--- src/rtl/pinmux_pkg.sv ---
// Shared types and the register map of the multiplexed GPIO pin controller.
// Assumes byte addresses that are word aligned. Each group holds set, clear and status words.
package pinmux_pkg;

    localparam int unsigned PMX_GROUPS = 6;

    typedef enum logic [3:0] {
        GRP_OWN = 4'd0,
        GRP_SEL = 4'd1,
        GRP_OE  = 4'd2,
        GRP_DAT = 4'd3,
        GRP_PU  = 4'd4,
        GRP_MD  = 4'd5,
        GRP_PAD = 4'd6,
        GRP_BAD = 4'd15
    } pmx_group_e;

    typedef enum logic [1:0] {
        SUB_SET  = 2'd0,
        SUB_CLR  = 2'd1,
        SUB_STAT = 2'd2,
        SUB_NONE = 2'd3
    } pmx_sub_e;

    typedef struct packed {
        logic       hit;
        pmx_group_e grp;
        pmx_sub_e   sub;
    } pmx_decode_t;

    localparam logic [31:0] ADDR_OWN_SET  = 32'h0000_0000;
    localparam logic [31:0] ADDR_OWN_CLR  = 32'h0000_0004;
    localparam logic [31:0] ADDR_OWN_STAT = 32'h0000_0008;
    localparam logic [31:0] ADDR_SEL_SET  = 32'h0000_0010;
    localparam logic [31:0] ADDR_SEL_CLR  = 32'h0000_0014;
    localparam logic [31:0] ADDR_OE_SET   = 32'h0000_0020;
    localparam logic [31:0] ADDR_OE_CLR   = 32'h0000_0024;
    localparam logic [31:0] ADDR_DAT_SET  = 32'h0000_0030;
    localparam logic [31:0] ADDR_DAT_CLR  = 32'h0000_0034;
    localparam logic [31:0] ADDR_PAD_STAT = 32'h0000_0068;

    // Splits a byte address into group and word. hit is 0 for unmapped addresses.
    function automatic pmx_decode_t pmx_decode(input logic [31:0] addr);
        pmx_decode_t d;
        d.grp = pmx_group_e'({1'b0, addr[6:4]});
        d.sub = pmx_sub_e'(addr[3:2]);
        d.hit = (addr[31:7] == '0) && (addr[1:0] == 2'b00)
                && (addr[6:4] <= 3'd6) && (addr[3:2] != 2'b11);
        if (!d.hit) begin
            d.grp = GRP_BAD;
            d.sub = SUB_NONE;
        end
        return d;
    endfunction

endpackage

--- src/rtl/pmx_setclr_reg.sv ---
// One control vector that only changes through set and clear masks.
// Assumes set and clear are never both high for the same bit in one cycle,
// which is true because the bus carries one write per cycle.
module pmx_setclr_reg #(
    parameter int unsigned W        = 32,
    parameter bit          RST_ONES = 1'b0
) (
    input  logic         clk,
    input  logic         rst_n,
    input  logic [W-1:0] set_mask,
    input  logic [W-1:0] clr_mask,
    output logic [W-1:0] q
);

    // Holds the vector and applies the marked bits on each edge.
    always_ff @(posedge clk) begin
        if (!rst_n) q <= {W{RST_ONES}};
        else        q <= (q | set_mask) & ~clr_mask;
    end

endmodule

--- src/rtl/pmx_regfile.sv ---
// Register file: decodes the bus and holds the six set/clear control groups.
// It also drives the registered read data, which includes the synchronized pad level.
// Assumes NPIN <= DW. Bits of a read above NPIN read as 0.
module pmx_regfile
    import pinmux_pkg::*;
#(
    parameter int unsigned NPIN = 32,
    parameter int unsigned AW   = 32,
    parameter int unsigned DW   = 32
) (
    input  logic            clk,
    input  logic            rst_n,
    input  logic [AW-1:0]   bus_addr,
    input  logic            bus_we,
    input  logic [DW-1:0]   bus_wdata,
    output logic [DW-1:0]   bus_rdata,
    input  logic [NPIN-1:0] pad_level,
    output logic [NPIN-1:0] own_q,
    output logic [NPIN-1:0] sel_q,
    output logic [NPIN-1:0] oe_q,
    output logic [NPIN-1:0] dat_q,
    output logic [NPIN-1:0] pu_q,
    output logic [NPIN-1:0] md_q
);

    pmx_decode_t     dec;
    logic [NPIN-1:0] ctrl [PMX_GROUPS];
    logic [DW-1:0]   rd_next;

    // Decodes the current bus address.
    always_comb begin
        dec = pmx_decode(32'(bus_addr));
    end

    for (genvar g = 0; g < PMX_GROUPS; g++) begin : g_ctl
        localparam bit ONES = (g == int'(GRP_OWN)) || (g == int'(GRP_PU));
        logic [NPIN-1:0] set_m;
        logic [NPIN-1:0] clr_m;

        // Routes the write mask to the set or clear strobe of this group.
        always_comb begin
            set_m = '0;
            clr_m = '0;
            if (bus_we && dec.hit && (dec.grp == pmx_group_e'(g))) begin
                if (dec.sub == SUB_SET) set_m = bus_wdata[NPIN-1:0];
                if (dec.sub == SUB_CLR) clr_m = bus_wdata[NPIN-1:0];
            end
        end

        pmx_setclr_reg #(.W(NPIN), .RST_ONES(ONES)) u_reg (
            .clk      (clk),
            .rst_n    (rst_n),
            .set_mask (set_m),
            .clr_mask (clr_m),
            .q        (ctrl[g])
        );
    end

    assign own_q = ctrl[GRP_OWN];
    assign sel_q = ctrl[GRP_SEL];
    assign oe_q  = ctrl[GRP_OE];
    assign dat_q = ctrl[GRP_DAT];
    assign pu_q  = ctrl[GRP_PU];
    assign md_q  = ctrl[GRP_MD];

    // Selects the status word for the addressed group. Every other address reads 0.
    always_comb begin
        rd_next = '0;
        if (dec.sub == SUB_STAT) begin
            case (dec.grp)
                GRP_OWN: rd_next[NPIN-1:0] = own_q;
                GRP_SEL: rd_next[NPIN-1:0] = sel_q;
                GRP_OE:  rd_next[NPIN-1:0] = oe_q;
                GRP_DAT: rd_next[NPIN-1:0] = dat_q;
                GRP_PU:  rd_next[NPIN-1:0] = pu_q;
                GRP_MD:  rd_next[NPIN-1:0] = md_q;
                GRP_PAD: rd_next[NPIN-1:0] = pad_level;
                default: rd_next = '0;
            endcase
        end
    end

    // Registers the read word, so data appears one cycle after the address.
    always_ff @(posedge clk) begin
        if (!rst_n) bus_rdata <= '0;
        else        bus_rdata <= rd_next;
    end

endmodule

--- src/rtl/pmx_sync.sv ---
// Multi-flop synchronizer for asynchronous pad levels.
// It has no reset on purpose: after reset it shows the pad at once,
// and a reset would add nothing to metastability settling.
module pmx_sync #(
    parameter int unsigned W      = 32,
    parameter int unsigned STAGES = 2
) (
    input  logic         clk,
    input  logic [W-1:0] d,
    output logic [W-1:0] q
);

    logic [W-1:0] stage [STAGES];

    // Captures the raw pad level in the first flop.
    always_ff @(posedge clk) begin
        stage[0] <= d;
    end

    for (genvar s = 1; s < STAGES; s++) begin : g_stage
        // Moves the level one flop further along the chain.
        always_ff @(posedge clk) begin
            stage[s] <= stage[s-1];
        end
    end

    assign q = stage[STAGES-1];

endmodule

--- src/rtl/pmx_pad_route.sv ---
// Per-pin output mux: GPIO (push-pull or open-drain), peripheral A or peripheral B.
// Purely combinational. It assumes the control vectors come straight from flops.
module pmx_pad_route #(
    parameter int unsigned W = 32
) (
    input  logic [W-1:0] own_gpio,
    input  logic [W-1:0] sel_b,
    input  logic [W-1:0] gpio_oe,
    input  logic [W-1:0] gpio_dat,
    input  logic [W-1:0] gpio_md,
    input  logic [W-1:0] pa_out,
    input  logic [W-1:0] pa_oe,
    input  logic [W-1:0] pb_out,
    input  logic [W-1:0] pb_oe,
    output logic [W-1:0] pad_out,
    output logic [W-1:0] pad_oe
);

    for (genvar i = 0; i < W; i++) begin : g_pin
        logic gp_out, gp_oe, pe_out, pe_oe;

        // GPIO driver: in open-drain mode the pad is driven low only when the latch is 0.
        always_comb begin
            if (gpio_md[i]) begin
                gp_out = 1'b0;
                gp_oe  = gpio_oe[i] & ~gpio_dat[i];
            end else begin
                gp_out = gpio_dat[i];
                gp_oe  = gpio_oe[i];
            end
        end

        // First mux level: picks peripheral A or peripheral B.
        always_comb begin
            pe_out = sel_b[i] ? pb_out[i] : pa_out[i];
            pe_oe  = sel_b[i] ? pb_oe[i]  : pa_oe[i];
        end

        // Second mux level: picks GPIO or the selected peripheral.
        always_comb begin
            pad_out[i] = own_gpio[i] ? gp_out : pe_out;
            pad_oe[i]  = own_gpio[i] ? gp_oe  : pe_oe;
        end
    end

endmodule

--- src/rtl/pinmux_gpio_ctrl.sv ---
// Top of the multiplexed GPIO pin controller.
// It ties together the register file, the pad synchronizer and the per-pin output mux.
// Assumes one bus access per cycle and synchronous active-low reset.
module pinmux_gpio_ctrl #(
    parameter int unsigned NPIN        = 32,
    parameter int unsigned AW          = 32,
    parameter int unsigned DW          = 32,
    parameter int unsigned SYNC_STAGES = 2
) (
    input  logic            clk,
    input  logic            rst_n,
    input  logic [AW-1:0]   bus_addr,
    input  logic            bus_we,
    input  logic [DW-1:0]   bus_wdata,
    output logic [DW-1:0]   bus_rdata,
    input  logic [NPIN-1:0] pad_in,
    output logic [NPIN-1:0] pad_out,
    output logic [NPIN-1:0] pad_oe,
    output logic [NPIN-1:0] pad_pullup,
    input  logic [NPIN-1:0] periph_a_out,
    input  logic [NPIN-1:0] periph_a_oe,
    input  logic [NPIN-1:0] periph_b_out,
    input  logic [NPIN-1:0] periph_b_oe
);

    logic [NPIN-1:0] own_q, sel_q, oe_q, dat_q, pu_q, md_q;
    logic [NPIN-1:0] pad_level;

    pmx_sync #(.W(NPIN), .STAGES(SYNC_STAGES)) u_sync (
        .clk (clk),
        .d   (pad_in),
        .q   (pad_level)
    );

    pmx_regfile #(.NPIN(NPIN), .AW(AW), .DW(DW)) u_regs (
        .clk       (clk),
        .rst_n     (rst_n),
        .bus_addr  (bus_addr),
        .bus_we    (bus_we),
        .bus_wdata (bus_wdata),
        .bus_rdata (bus_rdata),
        .pad_level (pad_level),
        .own_q     (own_q),
        .sel_q     (sel_q),
        .oe_q      (oe_q),
        .dat_q     (dat_q),
        .pu_q      (pu_q),
        .md_q      (md_q)
    );

    pmx_pad_route #(.W(NPIN)) u_route (
        .own_gpio (own_q),
        .sel_b    (sel_q),
        .gpio_oe  (oe_q),
        .gpio_dat (dat_q),
        .gpio_md  (md_q),
        .pa_out   (periph_a_out),
        .pa_oe    (periph_a_oe),
        .pb_out   (periph_b_out),
        .pb_oe    (periph_b_oe),
        .pad_out  (pad_out),
        .pad_oe   (pad_oe)
    );

    assign pad_pullup = pu_q;

endmodule

--- config.mk ---
export PLATFORM = sky130hd
export DESIGN_NAME = pinmux_gpio_ctrl
export DESIGN_NICKNAME = d
export VERILOG_FILES = /design/src/rtl/pinmux_pkg.sv /design/src/rtl/pmx_setclr_reg.sv /design/src/rtl/pmx_regfile.sv /design/src/rtl/pmx_sync.sv /design/src/rtl/pmx_pad_route.sv /design/src/rtl/pinmux_gpio_ctrl.sv
export SDC_FILE = /design/constraint.sdc
export NUM_CORES = 1
export LEC_CHECK = 0
export CAP_MARGIN = 10
export CORE_MARGIN = 5
export CORE_UTILIZATION = 50
export CTS_CLUSTER_DIAMETER = 80
export DETAILED_ROUTE_END_ITERATION = 8
export PLACE_DENSITY = 0.9
export SLEW_MARGIN = 20
export SYNTH_ARGS = -nofsm -noshare
export SYNTH_HDL_FRONTEND = slang
export SYNTH_HIERARCHICAL = 1
export SYNTH_SLANG_ARGS = --single-unit
--- constraint.sdc ---
create_clock -name clk -period 3.9 [get_ports clk]
set_clock_uncertainty 0.1 [all_clocks]
set_input_delay 1.17 -clock clk [delete_from_list [all_inputs] [get_ports clk]]
set_output_delay 1.17 -clock clk [all_outputs]
set_load 0.01 [all_outputs]
Word-level counts from Yosys, hierarchy flattened
Memory sizes are Yosys's and may differ from the RTL's.
Index checks and enable logic that the tools add are counted.
- shifts and indexed selects: 0
- reductions and logical operators: 15
- bitwise gates (word level): 82
- eq/ne operators: 9
- add/subtract/negate cells: 0
- multipliers: 0
- divide/modulo/power cells: 0
- $lt $le $gt $ge: 1
- multiplexer cells: 208
- operators by type and width (kind ; number):
    $mux W32 ; 14
    $pmux W32 S7 ; 1
    $and A32 B32 Y32 ; 6
    $mux W1 ; 192
    $not A32 Y32 ; 6
    $or A32 B32 Y32 ; 6
    $and A1 B1 Y1 ; 32
    $not A1 Y1 ; 32
    $logic_not A25 Y1 ; 1
    $eq A4 B3 Y1 const B ; 3
    $logic_and A1 B1 Y1 ; 10
    $eq A4 B2 Y1 const B ; 2
    $mux W6 ; 1
    $eq A4 B1 Y1 const B ; 1
    $logic_not A2 Y1 ; 2
    $logic_not A4 Y1 ; 1
    $le A3 B3 Y1 const B ; 1
    $eq A2 B1 Y1 const B ; 1
    $eq A2 B2 Y1 const B ; 1
    $ne A2 B2 Y1 const B ; 1
    $reduce_and A2 Y1 ; 1
- output and inout port bits: 128
- input bits: 227
- memory bits (writable): 64
- memories kept: 1
- register bits: 224
- ROM bits: 0
- word-level logic and storage cells: 323
- latch bits: 0
- memories (memory ; depth ; width ; rd ports ; clocked after memory_dff ; write ports ; line ; text):
    u_sync.stage ; 2 ; 32 ; 2 ; 0 ; 2 ; pmx_sync.sv:13 ; logic [W-1:0] stage [STAGES];

Longest topological paths before layout
- word-level depth: 10
- depth in mapped cells: 9

By module
Netlist, hierarchy kept.
- by module, submodules not included (module ; area an instance (um^2) ; sequential area each (um^2) ; times used ; cells an instance):
    pmx_regfile ; 5499.0 ; 640.6 ; 1 ; 833
    pmx_setclr_reg at u_regs.g_ctl[1].u_reg ... ; 1184.9 ; 640.6 ; 4 ; 99
    pmx_setclr_reg at u_regs.g_ctl[0].u_reg ... ; 935.9 ; 640.6 ; 2 ; 99
    pmx_pad_route ; 1676.6 ; 0.0 ; 1 ; 192
    pmx_sync ; 1521.5 ; 1281.2 ; 1 ; 96

Worst setup path after synthesis
OpenSTA, ideal clock, no wires.
- kind: input to register
- start: input bus_addr[20]
- end: register u_regs.g_ctl[3].u_reg.q[31]
- buffers on the path: 2
- required time: 3.720 ns
- data arrival time: 2.812 ns
- path slack: 0.908 ns
- stages on the path: 8
- cells stage by stage: nor4_2 -> nand4_2 -> or4_1 -> buf_6 -> buf_6 -> nor2_1 -> nor2_1 -> nor3b_1
- cells in the longest elaborated chain, start to end: 10
- elaborated cells on any way between the ends: 17
- RTL lines (item ; line ; text):
    start, declared ; pinmux_gpio_ctrl.sv:12 ; input logic [AW-1:0] bus_addr,
    $logic_not A25 Y1 (*) ; pinmux_pkg.sv:47 ; d.hit = (addr[31:7] == '0) && (addr[1:0] == 2'b00)
    $logic_and A1 B1 Y1 (*) ; pinmux_pkg.sv:47 ;
    $logic_and A1 B1 Y1 (*) (2 in series) ; pinmux_pkg.sv:48 ; && (addr[6:4] <= 3'd6) && (addr[3:2] != 2'b11);
    $mux W6 ; pinmux_pkg.sv:49 ; if (!d.hit) begin
    $eq A4 B2 Y1 or $logic_not A2 Y1 (tied branches) ; pmx_regfile.sv:44, pmx_regfile.sv:45 ;
    $logic_and A1 B1 Y1 or $mux W32 (tied branches) ; pmx_regfile.sv:44, pmx_regfile.sv:45 ;
    $mux W32 (*) ; pmx_regfile.sv:44 ; if (bus_we && dec.hit && (dec.grp == pmx_group_e'(g))) begin
    net u_regs.g_ctl[3].set_m[31] ; pmx_regfile.sv:37 ; logic [NPIN-1:0] set_m;
    $or A32 B32 Y32 (*) ; pmx_setclr_reg.sv:18 ; else q <= (q | set_mask) & ~clr_mask;
    $and A32 B32 Y32 (*) ; pmx_setclr_reg.sv:18 ;
    end signal, assigned ; pmx_setclr_reg.sv:17 ; if (!rst_n) q <= {W{RST_ONES}};
    end signal, assigned ; pmx_setclr_reg.sv:18 ;
    end, declared ; pmx_setclr_reg.sv:12 ; output logic [W-1:0] q
Mark *: on every way through the listed nets, which the timed path passes. The rest lies on a longest branch.
A chain may end at the register's enable or synchronous reset.

Worst setup path in the final report
- start: input periph_a_oe[23]
- end: output pad_oe[23]
- cells in the longest elaborated chain, start to end: 2
- RTL lines (item ; line ; text):
    start, declared ; pinmux_gpio_ctrl.sv:21 ; input logic [NPIN-1:0] periph_a_oe,
    $mux W1 ; pmx_pad_route.sv:36 ; pe_oe = sel_b[i] ? pb_oe[i] : pa_oe[i];
    $mux W1 ; pmx_pad_route.sv:42 ; pad_oe[i] = own_gpio[i] ? gp_oe : pe_oe;
    end, declared ; pinmux_gpio_ctrl.sv:18 ; output logic [NPIN-1:0] pad_oe,
Every way passes these cells.

==> key figures <==
STA
  • Count of pins over their slew limit: 0
  • Final setup viols: 0
  • FMAX: between 0.2 and 0.3 GHz
  • Final worst slack: 0.1659 ns
  • Slew @ Worst Pin: around 1 ns
  • Period minus WS final: between 3 and 4 ns
  • TNS Setup: 0 ns
  • Final period util: 95.75%
  • Slew headroom: roughly a third
  • RSZ-0062 raised after global routing: no
  • Number of failing hold endpoints at the final stage: 0

Global route
  • Pin count of the biggest net entering global routing: between 150 and 200
  • Global-route wire length before repair: 78.12 mm
  • Antenna violations before repair: 0
  • GRT Total Usage: 28.09%
  • Grt ovf: 0
  • Vias in the first global route: between 10000 and 15000

Final layout
  • Fin area: between 15000 and 20000 um^2
  • Most common library cell in the layout ignoring fill and taps: nor2_1
  • Final Core Density: between 60 and 70%
  • # diodes: 0
  • Most frequent cells in the layout: nor2_1 (363), clkdlybuf4s50_1 (347), dfxtp_1 (288)
  • Layout cells sized above 1: between 10% and 20%
  • Fin cells: 2411
  • Layout Nets: between 2000 and 2500
  • Synth-to-Final Area Change: 30.45%

Die
  • Core box area: 30430 um^2
  • Chip Height: 185.0 um
  • IO Pins: 355
  • Die ar.: 34220 um^2
  • Initial Util: about half
  • Die span in x: ~180 um
  • Row count: 64

Place
  • DP Area: 18960 um^2
  • Worst slack, placed: about 0.0090 ns
  • Buffers on Ports: 354
  • DP Wirelength: 33.92 mm
  • Placed insts: between 2000 and 2500
  • GPL Wtd Cong: 0.8273

Power and ir drop
  • Power per cell area: 325.7 nW/um^2
  • Worst vdd ir: 0.0002993 V
  • Leakage power: 7.765 nW

Routing
  • Vias: 14550
  • Via/cell ratio: 6.033
  • Routed len/inst: 21.04 um
  • Total Wirelength: between 50 and 60 mm
  • DRT Pass-1 Iters: 8
  • ANT nets after route: 0
  • DRC: 0
  • Initial DRC count: 1640

Synthesis
  • EDFF count, synth: 0
  • Synth warnings: 6
  • Largest area contributor in the netlist: dfxtp_1
  • Post-synthesis cell area: 15310 um^2
  • Synth Net Count: 1942
  • #FFs+latches synth: 288
  • Post-synth top area share: ~38%
  • Sequential cell area fraction in the yosys report: 37.66%
  • Post-Syn Area per Cell: 8.926 um^2
  • Library cells used by synthesis: 41
  • Synth async-reset ratio: 0%
  • Post-synth top flop: dfxtp_1
  • Synth Instances: 1715
  • Top cells by area, synth: dfxtp_1 (38%), nor3b_2 (9.8%), nor2_1 (8.9%)

Critical path
  • CP max FO: 1
  • Slowest stage cell, crit path: clkdlybuf4s50_1
  • Critical Path AT: ~2.5 ns
  • Critical path start-end classification: in2out
  • Worst path max stage delay: 0.59 ns
  • CP Cell Sequence: clkdlybuf4s50_1 -> mux2i_1 -> mux2i_1 -> clkdlybuf4s50_1
  • Required time worst endpoint: roughly 2.6 ns
  • Worst setup EP type: primary output
  • Startpoint types: primary input

Clocking
  • CTS Buf Count: 31
  • Clock root buffer: clkbuf_16
  • CTS tree: done
  • # hold bufs at CTS: 0
  • Clk_lat worst skew: 0.55 ns
  • Number of clock sinks: 288
  • Htree depth: 1
  • # resized after CTS: 1
  • Reg clk slew, reported paths: roughly 0.06 ns
  • Clock Tree Buf Depth: 3
  • Post-CTS Setup Bufs: 0

Worst hold path
  • Worst min path class: reg2reg

Run status
  • Outcome: finished, final reports clean

Job
  • Max-Cap Viols: 0
## Yosys cell counts, drive strengths merged (21+ instances only)
master,number
clkbuf,83
nor3,68
nor2,364
a22oi,22
o21ai,95
mux2,22
nor3b,128
buf,73
mux2i,118
mux4,21
a21bo,32
nand3b,31
dfxtp,288
and3,186
nand2,74
## worst max-delay path: cells and delay by family
| family | cells | cell delay (ns) |
|---|---|---|
| buffers and inverters | 2 | 1.05 |
| multiplexers | 2 | 0.25 |
## area by class of cell
class                      count  area (um^2)
clock buffer                  49        923.4
clock inverter                 6        82.58
fill                        2279        10460
inverter                       1        3.754
multi-input combinational   1270         8758
sequential                   288         5766
tap                          396        495.5
timing repair buffer         401         3940
## power by group
group          internal (mW)  leakage, nW  switching, mW
registers               2.98         2.35        0.00906
clock network           1.74        0.491           1.19
logic                  0.311         4.93          0.280
total                   5.02         7.76           1.48
## through the flow
stage	power [mW]	hold slack [ns]
5_1_grt	6.695	0.2271
3_3_place_gp	3.613	0.2107
6_report	6.505	0.2251
3_5_place_dp	3.630	0.2121
2_1_floorplan	3.310	0.2096
4_1_cts	6.531	0.2226
## path summary, 6_finish.rpt
kind	start	end	slack, ns	depth (start not counted)
min	u_sync/stage[0][15]	u_sync/stage[0][47]	0.23	0
max	periph_a_oe[23]	pad_oe[23]	0.17	4
min reg2reg	u_sync/stage[0][15]	u_sync/stage[0][47]	0.23	0
max reg2reg	u_regs/g_ctl[1].u_reg/q[20]	u_regs/bus_rdata[20]	2.43	4
## sequential cells by signal (all words and copies together), names as in the netlist
signal	flops
u_regs/bus_rdata	32
u_regs/g_ctl.u_reg/q	192
u_sync/stage	64
## metal layers
layer  routed length (um)  track usage, %
met1                18540           34.21
met2                24060           47.77
met3                 5312           4.969
met4                 2802           14.27
met5                    0               0
## cells by family (layout without fill, tap and decap cells)
logic type             after synthesis  in the layout  share of synthesized area [%]
flip-flops                         288            288                          37.66
multiplexers                       161            161                          12.42
AO/OA/AOI/OAI                      203            203                          8.525
AND/OR/NAND/NOR                    906            906                          35.68
buffers and inverters              157            457                          5.705
Power figures use the tool's default switching activity.
